`src/rtl/rif_pkg.sv`:
```
package rif_pkg;

    localparam int BYTE_W = 8;
    localparam int ADDR_W = 6;

    typedef enum logic [2:0] {
        PH_IDLE,
        PH_HDR,
        PH_WR,
        PH_RD,
        PH_STAT,
        PH_DROP
    } phase_e;

    typedef struct packed {
        logic              rnw;
        logic              burst;
        logic [ADDR_W-1:0] addr;
    } hdr_t;

    typedef struct packed {
        logic       not_rdy;
        logic [2:0] state;
        logic [3:0] fifo;
    } stat_t;

    function automatic logic in_window(input logic [ADDR_W-1:0] a,
                                       input logic [ADDR_W-1:0] lo,
                                       input logic [ADDR_W-1:0] hi);
        return (a >= lo) && (a <= hi);
    endfunction

endpackage

```
`src/rtl/rif_sync.sv`:
```
module rif_sync #(
    parameter int STAGES = 2,
    parameter bit INIT   = 1'b0
) (
    input  logic clk,
    input  logic rst,
    input  logic din,
    output logic q
);
    logic [STAGES-1:0] chain;

    always_ff @(posedge clk) begin
        if (rst) chain <= {STAGES{INIT}};
        else     chain <= {chain[STAGES-2:0], din};
    end

    assign q = chain[STAGES-1];
endmodule

```
`src/rtl/rif_shift.sv`:
```
module rif_shift
    import rif_pkg::*;
(
    input  logic              clk,
    input  logic              rst,
    input  logic              start,
    input  logic              active,
    input  logic              s_rise,
    input  logic              s_fall,
    input  logic              sd_in,
    input  logic [BYTE_W-1:0] first_byte,
    input  logic [BYTE_W-1:0] next_byte,
    output logic              done,
    output logic [BYTE_W-1:0] rx_byte,
    output logic              sd_out
);
    localparam int CNT_W = $clog2(BYTE_W);
    localparam logic [CNT_W-1:0] LAST = CNT_W'(BYTE_W - 1);

    logic [CNT_W-1:0]  cnt;
    logic [BYTE_W-2:0] rx;
    logic [BYTE_W-1:0] tx;

    always_ff @(posedge clk) begin
        if (rst) begin
            cnt <= '0;
            rx  <= '0;
            tx  <= '0;
        end else if (start) begin
            cnt <= '0;
            tx  <= first_byte;
        end else if (active) begin
            if (s_rise) begin
                rx  <= {rx[BYTE_W-3:0], sd_in};
                cnt <= cnt + CNT_W'(1);
            end
            if (s_fall) begin
                // a fall with the counter at zero opens a new byte
                if (cnt == '0) tx <= next_byte;
                else           tx <= {tx[BYTE_W-2:0], 1'b0};
            end
        end
    end

    assign done    = active && s_rise && (cnt == LAST);
    assign rx_byte = {rx, sd_in};
    assign sd_out  = tx[BYTE_W-1];
endmodule

```
`src/rtl/rif_spi_front.sv`:
```
module rif_spi_front
    import rif_pkg::*;
#(
    parameter int                SYNC_STAGES = 2,
    parameter logic [ADDR_W-1:0] WIN_LO      = 6'h30,
    parameter logic [ADDR_W-1:0] WIN_HI      = 6'h3D
) (
    input  logic              clk,
    input  logic              rst,
    input  logic              spi_sclk,
    input  logic              spi_cs_n,
    input  logic              spi_mosi,
    output logic              spi_miso,
    input  logic              st_not_ready,
    input  logic [2:0]        st_state,
    input  logic [3:0]        st_fifo,
    output logic [ADDR_W-1:0] rf_addr,
    output logic              rf_we,
    output logic [BYTE_W-1:0] rf_wdata,
    output logic              rf_re,
    input  logic [BYTE_W-1:0] rf_rdata,
    output logic              sr_re,
    output logic [ADDR_W-1:0] sr_addr,
    input  logic [BYTE_W-1:0] sr_rdata,
    output logic              cmd_valid,
    output logic [ADDR_W-1:0] cmd_addr
);
    localparam int N_SYNC = 3;
    localparam int IDX_CS = 2;
    localparam int IDX_CK = 1;
    localparam int IDX_DI = 0;

    logic [N_SYNC-1:0] raw, syn;
    assign raw = {spi_cs_n, spi_sclk, spi_mosi};

    for (genvar gi = 0; gi < N_SYNC; gi++) begin : g_sync
        rif_sync #(.STAGES(SYNC_STAGES), .INIT(gi == IDX_CS)) u_sync (
            .clk(clk), .rst(rst), .din(raw[gi]), .q(syn[gi])
        );
    end

    logic cs_prev, ck_prev;
    always_ff @(posedge clk) begin
        if (rst) begin
            cs_prev <= 1'b1;
            ck_prev <= 1'b0;
        end else begin
            cs_prev <= syn[IDX_CS];
            ck_prev <= syn[IDX_CK];
        end
    end

    logic active, cs_start, cs_end, ck_rise, ck_fall;
    assign active   = ~syn[IDX_CS];
    assign cs_start = ~syn[IDX_CS] & cs_prev;
    assign cs_end   =  syn[IDX_CS] & ~cs_prev;
    assign ck_rise  =  syn[IDX_CK] & ~ck_prev;
    assign ck_fall  = ~syn[IDX_CK] & ck_prev;

    stat_t now_stat;
    assign now_stat = '{not_rdy: st_not_ready, state: st_state, fifo: st_fifo};

    logic              byte_done, sd_out;
    logic [BYTE_W-1:0] rx_byte, nxt_q;

    rif_shift u_shift (
        .clk(clk), .rst(rst), .start(cs_start), .active(active),
        .s_rise(ck_rise), .s_fall(ck_fall), .sd_in(syn[IDX_DI]),
        .first_byte(now_stat), .next_byte(nxt_q),
        .done(byte_done), .rx_byte(rx_byte), .sd_out(sd_out)
    );

    hdr_t hdr_w;
    assign hdr_w = hdr_t'(rx_byte);

    phase_e            phase;
    logic              burst_q, pend_rf, pend_sr;
    logic [ADDR_W-1:0] cnt_q;

    always_ff @(posedge clk) begin
        if (rst) begin
            phase     <= PH_IDLE;
            burst_q   <= 1'b0;
            cnt_q     <= '0;
            nxt_q     <= '0;
            pend_rf   <= 1'b0;
            pend_sr   <= 1'b0;
            rf_we     <= 1'b0;
            rf_wdata  <= '0;
            rf_re     <= 1'b0;
            sr_re     <= 1'b0;
            sr_addr   <= '0;
            cmd_valid <= 1'b0;
            cmd_addr  <= '0;
        end else begin
            rf_we     <= 1'b0;
            rf_re     <= 1'b0;
            sr_re     <= 1'b0;
            cmd_valid <= 1'b0;
            pend_rf   <= rf_re;
            pend_sr   <= sr_re;
            if (pend_rf) nxt_q <= rf_rdata;
            if (pend_sr) nxt_q <= sr_rdata;
            if (rf_we && burst_q) cnt_q <= cnt_q + ADDR_W'(1);

            if (cs_end) begin
                phase <= PH_IDLE;
            end else if (cs_start) begin
                phase <= PH_HDR;
            end else if (byte_done) begin
                nxt_q <= now_stat;
                unique case (phase)
                    PH_HDR: begin
                        cnt_q   <= hdr_w.addr;
                        burst_q <= hdr_w.burst;
                        if (in_window(hdr_w.addr, WIN_LO, WIN_HI)) begin
                            if (!hdr_w.burst) begin
                                cmd_valid <= 1'b1;
                                cmd_addr  <= hdr_w.addr;
                                phase     <= PH_DROP;
                            end else if (hdr_w.rnw) begin
                                sr_re   <= 1'b1;
                                sr_addr <= hdr_w.addr;
                                phase   <= PH_STAT;
                            end else begin
                                phase <= PH_DROP;
                            end
                        end else if (hdr_w.rnw) begin
                            rf_re <= 1'b1;
                            phase <= PH_RD;
                        end else begin
                            phase <= PH_WR;
                        end
                    end
                    PH_WR: begin
                        rf_we    <= 1'b1;
                        rf_wdata <= rx_byte;
                        if (!burst_q) phase <= PH_DROP;
                    end
                    PH_RD: begin
                        if (burst_q) begin
                            cnt_q <= cnt_q + ADDR_W'(1);
                            rf_re <= 1'b1;
                        end else begin
                            phase <= PH_DROP;
                        end
                    end
                    default: phase <= PH_DROP;
                endcase
            end
        end
    end

    assign rf_addr  = cnt_q;
    assign spi_miso = active & sd_out;
endmodule

```
`config.mk`:
```
export PLATFORM = sky130hd
export DESIGN_NAME = rif_spi_front
export DESIGN_NICKNAME = d
export VERILOG_FILES = /design/src/rtl/rif_pkg.sv /design/src/rtl/rif_sync.sv /design/src/rtl/rif_shift.sv /design/src/rtl/rif_spi_front.sv
export SDC_FILE = /design/constraint.sdc
export NUM_CORES = 1
export LEC_CHECK = 0
export BUFFER_PORTS_ARGS = -buffer_cell sky130_fd_sc_hd__buf_2
export CAP_MARGIN = 5
export CORE_MARGIN = 5
export CORE_UTILIZATION = 55
export DETAILED_ROUTE_END_ITERATION = 10
export GPL_TIMING_DRIVEN = 0
export PLACE_DENSITY_LB_ADDON = 0.25
export SYNTH_ARGS = -nofsm -noshare
export SYNTH_HDL_FRONTEND = slang
export SYNTH_SLANG_ARGS = --single-unit
```
`constraint.sdc`:
```
create_clock -name clk -period 2.7 [get_ports clk]
set_clock_uncertainty 0.05 [all_clocks]
set_input_delay 0.27 -clock clk [delete_from_list [all_inputs] [get_ports clk]]
set_output_delay 0.27 -clock clk [all_outputs]
set_load 0.01 [all_outputs]
```
Yosys cells after proc, flatten, opt, wreduce, memory -nomap -nowiden:

Cells that the tools add are included.

* register bits after elaboration: 70
* input port bits: 29
* word-level logic and storage cells: 100

* $add $sub $neg: 2
* order comparisons: 2
* equality and inequality tests: 7
* multiplexer cells: 29
* bitwise operators: 15
* reduce and logical (&&, ||, !) cells: 23

Operators with widths (number)
* two-way mux 8 bit: 9
* two-way mux 6 bit: 5
* one-hot mux 6 bit (2 select lines): 1
* two-way mux 1 bit: 10
* NOT 1 bit: 10
* AND reduction 2 bit: 4
* AND reduction 4 bit: 2
* AND reduction 7 bit: 1
* OR reduction 7 bit: 1
* adder 6 x 1 -> 6 bit, second input constant: 1
* equality test 3 x 2 -> 1 bit, second input constant: 2
* greater-or-equal comparator 6 bit, second input constant: 1
* <= comparator 6 bit, second input constant: 1
* two-way mux 3 bit: 2
* one-hot mux 3 bit (2 select lines): 1
* AND reduction 6 bit: 1
* OR reduction 2 bit: 3
* OR reduction 6 bit: 1
* AND 1 bit: 5
* logical AND 1 bit: 4
* != test 2 bit, second input constant: 2
* nonzero test 2 bit: 2
* OR reduction 4 bit: 1
* adder 3 x 1 -> 3 bit, second input constant: 1
* other kinds (7): 7

Longest topological paths before layout:

Gate-level depths: netlist (run 1).

* word-level depth: 7
* depth in mapped cells: 9
* depth with buffers taken out: 7

By module:

Synthesis (run 1) repeated with hierarchy kept, for this count alone.

* cells, all modules: 378
* area, all modules: 3349.5 um2

Modules (own cells, without submodules)
* rif_spi_front: instances 1, cells an instance 271, area each 2252.2 um2, seq. area each 920.9 um2
* rif_shift: instances 1, cells an instance 95, area each 939.7 um2, seq. area each 360.3 um2
* rif_sync: instances 3, cells an instance 4, area each 52.6 um2, seq. area each 40.0 um2

Worst setup path before layout (run 1):

OpenSTA, ideal clock, no wires.

* kind: register to register
* start point: register g_sync[2].u_sync.chain[1]
* end point: register cmd_addr[0]
* arrival: 1.991 ns
* required time: 2.522 ns
* setup slack: 0.532 ns
* stages on the path, launching flop included: 9
* clock period less this slack: 2.168 ns
* path through: dfxtp_1 -> inv_1 -> ha_1 -> clkbuf_1 -> or3_1 -> buf_6 -> nor4_4 -> mux2i_1 -> nor2_1

* longest elaborated chain between the ends: 4

RTL lines
* from (decl): line rif_sync.sv:10 `logic [STAGES-1:0] chain;`
* from (signal assigned): line rif_sync.sv:13 `if (rst) chain <= {STAGES{INIT}};`
* from (signal assigned): line rif_sync.sv:14 `else chain <= {chain[STAGES-2:0], din};`
* NOT 1 bit (no source line)
* AND 1 bit / logical AND 1 bit (equally long branches): line rif_spi_front.sv:55, rif_shift.sv:45
* NOT 1 bit (no source line) / logical AND 1 bit (equally long branches)
* AND reduction 6 bit (no source line) (*)
* to (signal assigned): line rif_spi_front.sv:119 `cmd_addr <= hdr_w.addr;`
* to (decl): line rif_spi_front.sv:26 `output logic [ADDR_W-1:0] cmd_addr`

Mark *: on every way between the ends. The rest lies on a longest branch, timed or not.
A chain may end at the register's enable or synchronous reset.

Worst setup path in the final report (run 1):

* start point: register g_sync[2].u_sync.chain[1]
* end point: register cmd_addr[3]

Same word-level chain as after synthesis.

==> results.sh, run 1 <==
export IMPL_yosysWarningCount=0
export IMPL_whs_ns=0.0566
export IMPL_grt_antenna_before_repair=0
export IMPL_grt_pass1_vias=2537
export IMPL_rr_endpoint="cmd_addr[3]"
export IMPL_synth_compound_area_share_pct=9.01
export IMPL_ys_seq_area_share_pct=44.7
export IMPL_finalCritPeriodShare_pct=90.7
export IMPL_grtUsageTotal_pct=21.2
export IMPL_synthMuxAreaShare_pct=13.7
export IMPL_synthTopCellsByArea="dfxtp_1 45%, mux2i_1 11%, nor2_1 6.3%"
export IMPL_core_mm2=0.00554
export IMPL_post_cts_buffers=0
export IMPL_clkLatencyLatePin_ns=0.34
export IMPL_initial_core_util_pct=56.6
export IMPL_gp_congestion=0.842
export IMPL_path_max_fanout=10
export IMPL_final_cell_mix="70 x dfxtp_1, 60 x buf_2, 53 x nor2_1"
export IMPL_synthAdderAreaFrac_pct=2.79
export IMPL_antenna_left=0
export IMPL_drc=0
export IMPL_num_rows=27
export IMPL_fin_crit_ns=2.45
export IMPL_worstPathArrival_ns=2.62
export IMPL_syn_cell_area_mm2=0.00314
export IMPL_port_buffers=59
export IMPL_drive_gt1_share_pct=22.6
export IMPL_clk_pin_slew_ns=0.08
export IMPL_overflow=0
export IMPL_final_setup_viol_count=0
export IMPL_fmax_mhz=408
export IMPL_io_pins=60
export IMPL_fin_cells=497
export IMPL_avgSynthCellArea_um2=8.99
export IMPL_clockBufferDepth=2
export IMPL_start_kind="flop"
export IMPL_wirelength_mm=7.51
export IMPL_fin_setup_tns_ns=0
export IMPL_r2r_slack_ns=0.25
export IMPL_maxCapViolations=0
export IMPL_synthSimpleGateAreaFrac_pct=23.2
export IMPL_cts_max_level=3
export IMPL_dieArea_mm2=0.00732
export IMPL_critPathCapture="cmd_addr[3]"
export IMPL_synth_edff_count=0
export IMPL_criticalPathCategory="reg2reg"
export IMPL_n_antenna_cell=0
export IMPL_num_vias=2723
export IMPL_grt_max_degree=14
export IMPL_vias_per_cell=5.48
export IMPL_drv_slew=0
export IMPL_wl_per_cell_um=15.1
export IMPL_grt_pass1_wl_mm=12.4
export IMPL_power_density_mw_per_mm2=547
export IMPL_final_util_pct=67.7
export IMPL_yosysTopAreaCell="dfxtp_1"
export IMPL_ys_async_sr_fraction_pct=0
export IMPL_rsz0062_at_grt="no"
export IMPL_cts_root_buf="clkbuf_8"
export IMPL_r2r_start="g_sync[2].u_sync.chain[1]"
export IMPL_final_nets=456
export IMPL_yosysTopAreaCellShare_pct=44.7
export IMPL_finalPower_uw=2050
export IMPL_hold_viol=0
export IMPL_drt_pass1_iterations=5
export IMPL_drt_iter0_drc=222
export IMPL_p_leak_uw=0.00156
export IMPL_dieHeight_um=85.5
export IMPL_synth_nets=385
export IMPL_syn_instance_count=349
export IMPL_ff2ff_path_depth=8
export IMPL_synth_top_family_by_area="simple AND/OR/NAND/NOR gates"
export IMPL_dpl_hpwl_mm=5.54
export IMPL_cts_sinks=70
export IMPL_final_common_cell="dfxtp_1"
export IMPL_endpoint_kind="flop"
export IMPL_area_growth_pct=19.5
export IMPL_cts_tree="built"
export IMPL_ys_types=38
export IMPL_dp_cells=480
export IMPL_tightest_slew_ns=0.680
export IMPL_status="finished clean"
export IMPL_cp_startpoint="g_sync[2].u_sync.chain[1]"
export IMPL_cts_buffers=9
export IMPL_synth_xor_area_share_pct=2.79
export IMPL_hp_class="in2reg"
export IMPL_peakVddDrop_mv=0.366
export IMPL_synth_main_ff_cell="dfxtp_1"
export IMPL_die_x_um=85.5
export IMPL_critical_path_required_ns=2.87
export IMPL_slew_headroom_pct=54.4
export IMPL_synth_seq_cells=70
[flip-flops by register name (all words and copies together), names as in the netlist, 3 cells and up]
name                 count
rf_wdata                 8
u_shift.cnt              3
u_shift.tx               8
rf_addr                  6
g_sync.u_sync.chain      6
phase                    3
cmd_addr                 6
u_shift.rx               7
sr_addr                  6
nxt_q                    8
[where the power goes]
group          internal (uW)  switching [uW]
Combinational           30.5            44.7
Clock                    525             404
Sequential              1040            7.16
Total                   1600             456
[how the worst min path moves through the flow]
stage,start,end,slack (ns),cells after the start
finish,spi_cs_n,g_sync[2].u_sync.chain[0],0.06,2
global route,spi_cs_n,g_sync[2].u_sync.chain[0],0.05,2
CTS,spi_cs_n,g_sync[2].u_sync.chain[0],0.05,2
detailed placement,g_sync[2].u_sync.chain[0],g_sync[2].u_sync.chain[1],0.36,1
global placement,g_sync[2].u_sync.chain[0],g_sync[2].u_sync.chain[1],0.34,1
floorplan,spi_cs_n,g_sync[2].u_sync.chain[0],0.32,1
[timing repair]
action | in CTS | in global routing
hold buffers | 0 | 0
endpoints found under the setup margin | 0 | 1
gates resized for setup | 0 | 0
[per-stage QoR]
stage                     worst slack, ns  area, um^2
after CTS                          0.0547        3740
after detailed placement           0.0944        3520
final                               0.250        3750
after floorplan                     0.532        3140
after global routing               0.0508        3750
after global placement              0.161        3520
[metal layers]
metal | global-route usage (%) | wire, um | part of all wire [%] | up-vias
met5 | 0 | 0 | 0 | -
met4 | 7.77 | 102 | 1.4 | 0
met1 | 29.3 | 3390 | 45 | 1260
met3 | 4.51 | 557 | 7.4 | 11
met2 | 32.7 | 3460 | 46 | 100
li1 | - | - | - | 1352
[cell usage after synthesis, types with 3 or more instances]
library cell   n
o22a_1         3
or3_1          4
a21oi_1       15
a211oi_1       3
xor2_1         8
mux2i_1       34
nor2b_1        8
nand2_1       33
and3_1         3
nand2b_1       3
nor2_1        53
or2_2          5
nor4_1         4
clkbuf_1      16
nand4_1        3
ha_1           7
o21ai_0       11
inv_1          7
mux2_2         8
a222oi_1       7
dfxtp_1       70
a31oi_1        3
nand3_1        7
nor3_1        15
[critical path: stages (launching register included)]
cell and delay (ns):
dfxtp_1 0.48, inv_1 0.13, ha_1 0.19, clkbuf_1 0.20, or3_1 0.42, buf_6 0.16, nor4_4 0.40, mux2i_1 0.25
nor2_1 0.06
[area by class of cell]
type                    instances  area [um^2]
clock buffers                   9          124
flip-flops and latches         70         1400
repair buffers                 60          300
well taps                      72         90.1
clock inverters                 7         96.3
inverters                       7         26.3
fillers                       476         1790
multi-input cells             251         1620
plain buffers                  21         95.1
[cell families after synthesis]
group / after synthesis
flops: 70
mux: 42
fa+ha+maj: 7
simple gates: 148
compound gates: 44
buf+inv: 28
xor+xnor: 10
No activity file was read; power rests on OpenSTA's default activity.
==> run 2, diff against run 1 <==
--- a/config.mk
+++ b/config.mk
@@ -14,4 +14,5 @@
 export PLACE_DENSITY_LB_ADDON = 0.25
 export SYNTH_ARGS = -nofsm -noshare
 export SYNTH_HDL_FRONTEND = slang
+export SYNTH_HIERARCHICAL = 1
 export SYNTH_SLANG_ARGS = --single-unit
==> constraint.sdc (replaced) <==
create_clock -name clk -period 2.7 [get_ports clk]
set_clock_uncertainty 0.05 [all_clocks]
set_input_delay 0.81 -clock clk [delete_from_list [all_inputs] [get_ports clk]]
set_output_delay 0.81 -clock clk [all_outputs]
set_load 0.01 [all_outputs]
==> run 2 against run 1 <==
Non-clock buffer count unchanged. Clock-buffer cell count unchanged. Worst hold slack better by 0.30 ns. Critical path type unchanged. Sequential cell count stayed put.
==> results.sh, run 2 <==
export IMPL_clockBufferDepth=2
export IMPL_cts_tree="built"
export IMPL_path_buf_inv=1
export IMPL_gp_congestion=0.866
export IMPL_n_antenna_cell=0
export IMPL_final_cell_area_mm2=0.00394
export IMPL_final_nets=483
export IMPL_antenna_left=0
export IMPL_grt_pass1_wl_mm=12.7
export IMPL_wl_per_cell_um=14.6
export IMPL_synthTopCellsByCount="70 x dfxtp_1, 39 x nand2_1, 33 x nor2_1"
export IMPL_wirelength_mm=7.70
export IMPL_cts_max_level=3
export IMPL_num_rows=28
export IMPL_crit_chain="ha_1 -> and3_1 -> buf_4 -> nor3b_4 -> nand2_2 -> nor4_1 -> a211oi_1"
export IMPL_dieHeight_um=88.0
export IMPL_drt_iter0_drc=168
export IMPL_hp_class="reg2reg"
export IMPL_ys_types=54
export IMPL_fmax_mhz=469
export IMPL_setup_ws_ns=0.568
export IMPL_syn_cell_area_mm2=0.00335
export IMPL_grt_max_degree=15
export IMPL_highest_layer="met4"
export IMPL_p_switching_uw=476
export IMPL_clkLatencyLatePin_ns=0.35
export IMPL_core_mm2=0.00592
export IMPL_grt_pass1_vias=2694
export IMPL_area_growth_pct=17.7
export IMPL_whs_ns=0.361
export IMPL_grt_antenna_before_repair=0
export IMPL_cts_sinks=70
export IMPL_critical_path_required_ns=2.86
export IMPL_port_buffers=59
export IMPL_tightest_slew_ns=0.543
export IMPL_start_kind="flop"
export IMPL_synth_seq_cells=70
export IMPL_ys_async_sr_fraction_pct=0
export IMPL_yosysTopAreaCell="dfxtp_1"
export IMPL_vias_per_cell=5.45
export IMPL_fin_setup_tns_ns=0
export IMPL_hold_viol=0
export IMPL_yosysMostFrequentCell="dfxtp_1"
export IMPL_endpoint_kind="flop"
export IMPL_drt_met1_wl_mm=3.55
export IMPL_io_pins=60
export IMPL_slew_headroom_pct=63.8
export IMPL_synthTopCellsByArea="dfxtp_1 42%, mux2i_1 7.5%, nand2_1 4.4%"
export IMPL_wl_met2_mm=3.51
export IMPL_drt_pass1_iterations=4
export IMPL_path_max_fanout=11
export IMPL_placed_area_mm2=0.00374
export IMPL_regArea_mm2=0.00140
export IMPL_final_cell_mix="70 x dfxtp_1, 65 x buf_2, 39 x nand2_1"
export IMPL_synth_main_ff_cell="dfxtp_1"
export IMPL_pwr_share_comb_pct=4.3
export IMPL_peakVddDrop_mv=0.405
export IMPL_finalCritPeriodShare_pct=79.0
export IMPL_cts_root_buf="clkbuf_8"
export IMPL_top_regs="nxt_q (8), rf_wdata (8), u_shift/tx (8)"
export IMPL_final_common_cell="dfxtp_1"
export IMPL_multi_input_area_mm2=0.00181
export IMPL_yosysWarningCount=6
export IMPL_drv_slew=0
export IMPL_rsz0062_at_grt="no"
export IMPL_synth_nets=413
export IMPL_p_seq_share_pct=52.5
export IMPL_cpLargestDelayFamily="simple AND/OR/NAND/NOR gates"
export IMPL_swShare_pct=24.0
export IMPL_cts_hold_buffers=0
export IMPL_criticalPathCategory="reg2reg"
export IMPL_dpl_hpwl_mm=5.61
export IMPL_p_int_uw=1510
export IMPL_status="finished clean"
export IMPL_wl_met3_um=517
export IMPL_fin_crit_ns=2.13
export IMPL_num_vias=2875
export IMPL_initial_core_util_pct=56.6
export IMPL_ys_seq_area_share_pct=41.8
export IMPL_p_leak_uw=0.00157
export IMPL_drive_gt1_share_pct=22.3
export IMPL_power_density_mw_per_mm2=504
export IMPL_synth_edff_count=0
export IMPL_pwr_share_clk_pct=43.2
export IMPL_cts_resized=0
export IMPL_dieArea_mm2=0.00775
export IMPL_worstPathArrival_ns=2.29
export IMPL_die_x_um=88.0
export IMPL_crit_path_max_incr_delay_ns=0.49
export IMPL_clk_pin_slew_ns=0.08
export IMPL_fillCellCount=512
export IMPL_avgSynthCellArea_um2=8.86
export IMPL_overflow=0
export IMPL_cts_buffers=9
export IMPL_maxCapViolations=0
export IMPL_syn_instance_count=378
export IMPL_drc=0
export IMPL_slowest_stage="dfxtp_1"
export IMPL_final_setup_viol_count=0
export IMPL_post_place_ws_ns=0.562
export IMPL_post_cts_buffers=0
export IMPL_yosysTopAreaCellShare_pct=41.8
export IMPL_grtUsageTotal_pct=21.0
## run 2: changes by cell type after synthesis, moves of 9 or more
cell,delta
a21oi_1,+12
mux2i_1,-9
nor2_1,-20
o21ai_1,+11
nor2b_1,+15
## run 2: path summary, 6_finish.rpt
path                                  start                   endpoint  slack [ns]  depth (start not counted)
setup / recovery             u_shift/cnt[2]                 rf_addr[5]        0.57                          7
hold / removal    g_sync[2].u_sync/chain[0]  g_sync[2].u_sync/chain[1]        0.36                          1
setup reg to reg             u_shift/cnt[2]                 rf_addr[5]        0.57                          7
hold reg to reg   g_sync[2].u_sync/chain[0]  g_sync[2].u_sync/chain[1]        0.36                          1
## run 2: logic make-up after synthesis
logic type | count (synthesis) | synth area share (%)
and+or+nand+nor | 163 | 27.3
AOI/OAI and AO/OA | 74 | 13.9
DFF | 70 | 41.8
buffers and inverters | 29 | 4.15
muxes | 28 | 8.48
xor gates and xnor gates | 8 | 2.09
adders and majority gates | 6 | 2.24
## run 2: layout make-up
cell class	instances	share of cell area [%]
buffer	22	2.86
clock buffer	9	3.14
clock inverter	7	2.00
inverter	7	0.667
multi-input combinational	279	45.9
sequential	70	35.6
tap	75	2.38
timing repair buffer	59	7.49
## run 2: layer usage
| layer | global-route usage [%] | vias up |
|---|---|---|
| li1 | - | 1469 |
| met1 | 28.5 | 1313 |
| met2 | 32.3 | 83 |
| met3 | 4.52 | 10 |
| met4 | 9.34 | 0 |
| met5 | 0 | - |
## run 2: per-stage QoR
| stage | util (%) | total power, uW | instances |
|---|---|---|---|
| after floorplan | - | 1120 | 378 |
| after global placement | 63.1 | 1150 | 512 |
| after detailed placement | 63.1 | 1150 | 512 |
| after CTS | 66.6 | 2010 | 528 |
| after global routing | 66.6 | 2060 | 528 |
| final | 66.6 | 1990 | 528 |
## run 2: worst register-to-register path, stage by stage (launching register included)
cell      delay, ns
dfxtp_1        0.49
ha_1           0.21
and3_1         0.14
buf_4          0.14
nor3b_4        0.38
nand2_2        0.19
nor4_1         0.32
a211oi_1       0.08
## run 2: power by group through the flow
stage	combinational, uW	sequential [uW]	clock (uW)
after floorplan	48.8	1070	0
after global placement	83.6	1070	0
after detailed placement	84.7	1070	0
after CTS	85.2	1040	881
after global routing	94.8	1050	923
final	85.6	1040	858
==> run 3, diff against run 2 <==
--- a/config.mk
+++ b/config.mk
@@ -8,7 +8,7 @@
 export BUFFER_PORTS_ARGS = -buffer_cell sky130_fd_sc_hd__buf_2
 export CAP_MARGIN = 5
 export CORE_MARGIN = 5
-export CORE_UTILIZATION = 55
+export CORE_UTILIZATION = 50
 export DETAILED_ROUTE_END_ITERATION = 10
 export GPL_TIMING_DRIVEN = 0
 export PLACE_DENSITY_LB_ADDON = 0.25
==> constraint.sdc (replaced) <==
create_clock -name clk -period 1.85 [get_ports clk]
set_clock_uncertainty 0.05 [all_clocks]
set_input_delay 0.555 -clock clk [delete_from_list [all_inputs] [get_ports clk]]
set_output_delay 0.555 -clock clk [all_outputs]
set_load 0.01 [all_outputs]
==> run 3 against run 2 <==
The flow now finishes with violations (negative setup slack). Total power is 47% higher. Clock power is 48% higher. Via count is 3.7% higher. Largest cell class unchanged. Largest power group unchanged. Highest routed layer unchanged.
==> results.sh, run 3 (synthesis results as in run 2) <==
export IMPL_status="complete, but fails checks"
export IMPL_violations="negative setup slack"
export IMPL_fin_crit_ns=2.01
export IMPL_dp_cells=514
export IMPL_cts_tree="built"
export IMPL_grt_pass1_wl_mm=13.6
export IMPL_finalCritPeriodShare_pct=109
export IMPL_cts_buffers=9
export IMPL_fmax_mhz=497
export IMPL_wl_per_cell_um=15.3
export IMPL_post_place_ws_ns=-0.294
export IMPL_drt_pass1_iterations=5
export IMPL_finalPower_uw=2930
export IMPL_vias_per_cell=5.55
export IMPL_drt_met1_wl_mm=3.87
export IMPL_hold_viol=0
export IMPL_crit_path_max_incr_delay_ns=0.39
export IMPL_overflow=0
export IMPL_grt_pass1_vias=2852
export IMPL_cts_root_buf="clkbuf_8"
export IMPL_path_buf_inv=2
export IMPL_endpoint_kind="flop"
export IMPL_dpl_hpwl_mm=5.72
export IMPL_slew_headroom_pct=57.8
export IMPL_r2r_slack_ns=-0.16
export IMPL_initial_core_util_pct=52.2
export IMPL_cts_sinks=70
export IMPL_wirelength_mm=8.19
export IMPL_grt_antenna_before_repair=0
export IMPL_final_nets=490
export IMPL_final_util_pct=64.6
export IMPL_drive_gt1_share_pct=27.6
export IMPL_peakVddDrop_mv=0.488
export IMPL_num_vias=2980
export IMPL_dieHeight_um=91.8
export IMPL_worstPathArrival_ns=2.18
export IMPL_cts_hold_buffers=0
export IMPL_final_cell_mix="66 x dfxtp_1, 64 x buf_2, 39 x nand2_1"
export IMPL_antenna_left=0
export IMPL_maxCapViolations=0
export IMPL_area_growth_pct=23.8
export IMPL_p_leak_uw=0.00164
export IMPL_hp_class="in2reg"
export IMPL_tightest_slew_ns=0.634
export IMPL_port_buffers=59
export IMPL_critical_path_required_ns=2.02
export IMPL_power_density_mw_per_mm2=706
export IMPL_drv_slew=0
export IMPL_num_rows=29
export IMPL_final_common_cell="dfxtp_1"
export IMPL_drt_iter0_drc=158
export IMPL_cpLargestDelayFamily="simple AND/OR/NAND/NOR gates"
export IMPL_rsz0062_at_grt="yes"
export IMPL_criticalPathCategory="reg2reg"
export IMPL_core_mm2=0.00642
export IMPL_final_setup_viol_count=20
export IMPL_clkLatencyLatePin_ns=0.36
export IMPL_dieArea_mm2=0.00844
export IMPL_slowest_stage="or3b_4"
export IMPL_grtUsageTotal_pct=19.8
export IMPL_grt_max_degree=15
export IMPL_crit_chain="ha_4 -> ha_4 -> and3_4 -> or3b_4 -> buf_8 -> buf_4 -> a2111oi_4 -> a311oi_1"
export IMPL_wl_met3_um=433
export IMPL_path_max_fanout=3
export IMPL_cts_max_level=3
export IMPL_wl_met2_mm=3.83
export IMPL_top_regs="nxt_q (8), rf_wdata (8), u_shift/tx (8)"
export IMPL_io_pins=60
export IMPL_start_kind="flop"
export IMPL_highest_layer="met4"
export IMPL_drc=0
export IMPL_clk_pin_slew_ns=0.09
export IMPL_path_common_cell="ha_4"
export IMPL_setup_ws_ns=-0.163
export IMPL_die_x_um=91.8
export IMPL_n_antenna_cell=0
export IMPL_fin_cells=537
export IMPL_clockBufferDepth=2
export IMPL_gp_congestion=0.872
## run 3: metrics by stage
| stage | instance area [um^2] | hold WS [ns] | TNS, ns |
|---|---|---|---|
| 6_report | 4150 | 0.338 | -1.69 |
| 5_1_grt | 4150 | 0.333 | -4.75 |
| 4_1_cts | 4020 | 0.330 | -1.54 |
| 3_5_place_dp | 3780 | 0.360 | -3.34 |
| 3_3_place_gp | 3780 | 0.336 | -2.98 |
| 2_1_floorplan | 3380 | 0.333 | -0.298 |
## run 3: where the power goes
part	switching [uW]	internal, uW
Clock	639	636
Sequential	7.28	1520
Combinational	76.3	53.7
Total	723	2210
## run 3: worst reg2reg max path, cell delays in order (launching register included)
cell and delay, ns:
dfxtp_2 0.37, ha_4 0.15, ha_4 0.12, and3_4 0.18, or3b_4 0.39, buf_8 0.13, buf_4 0.13, a2111oi_4 0.28
a311oi_1 0.08
## run 3: metal layers
layer	track usage (%)	vias to the layer above
met5	0	-
met4	6.56	0
met3	5.07	5
met2	30.1	82
met1	27.4	1399
li1	-	1494
## run 3: cell type report
cell class / instances / area, um^2
multi-input cells: 279 / 1930
flip-flops and latches: 70 / 1410
fillers: 551 / 2270
repair buffers: 67 / 379
inverters: 7 / 26.3
clock buffers: 9 / 124
plain buffers: 21 / 111
clock inverters: 7 / 78.8
well taps: 77 / 96.3
## run 3: what timing repair did
action / in CTS / in global routing
gates cloned: 0 / 0
resized for setup: 7 / 17
endpoints found under the setup margin: 26 / 27
pin swaps: 5 / 9
buffers inserted: 2 / 6
## run 3: worst paths after layout
kind | from | to | cells after the start
setup / recovery | u_shift/cnt[1] | rf_addr[1] | 8
setup reg to reg | u_shift/cnt[1] | rf_addr[1] | 8
hold / removal | spi_cs_n | g_sync[2].u_sync/chain[0] | 2
hold reg to reg | g_sync[2].u_sync/chain[0] | g_sync[2].u_sync/chain[1] | 1
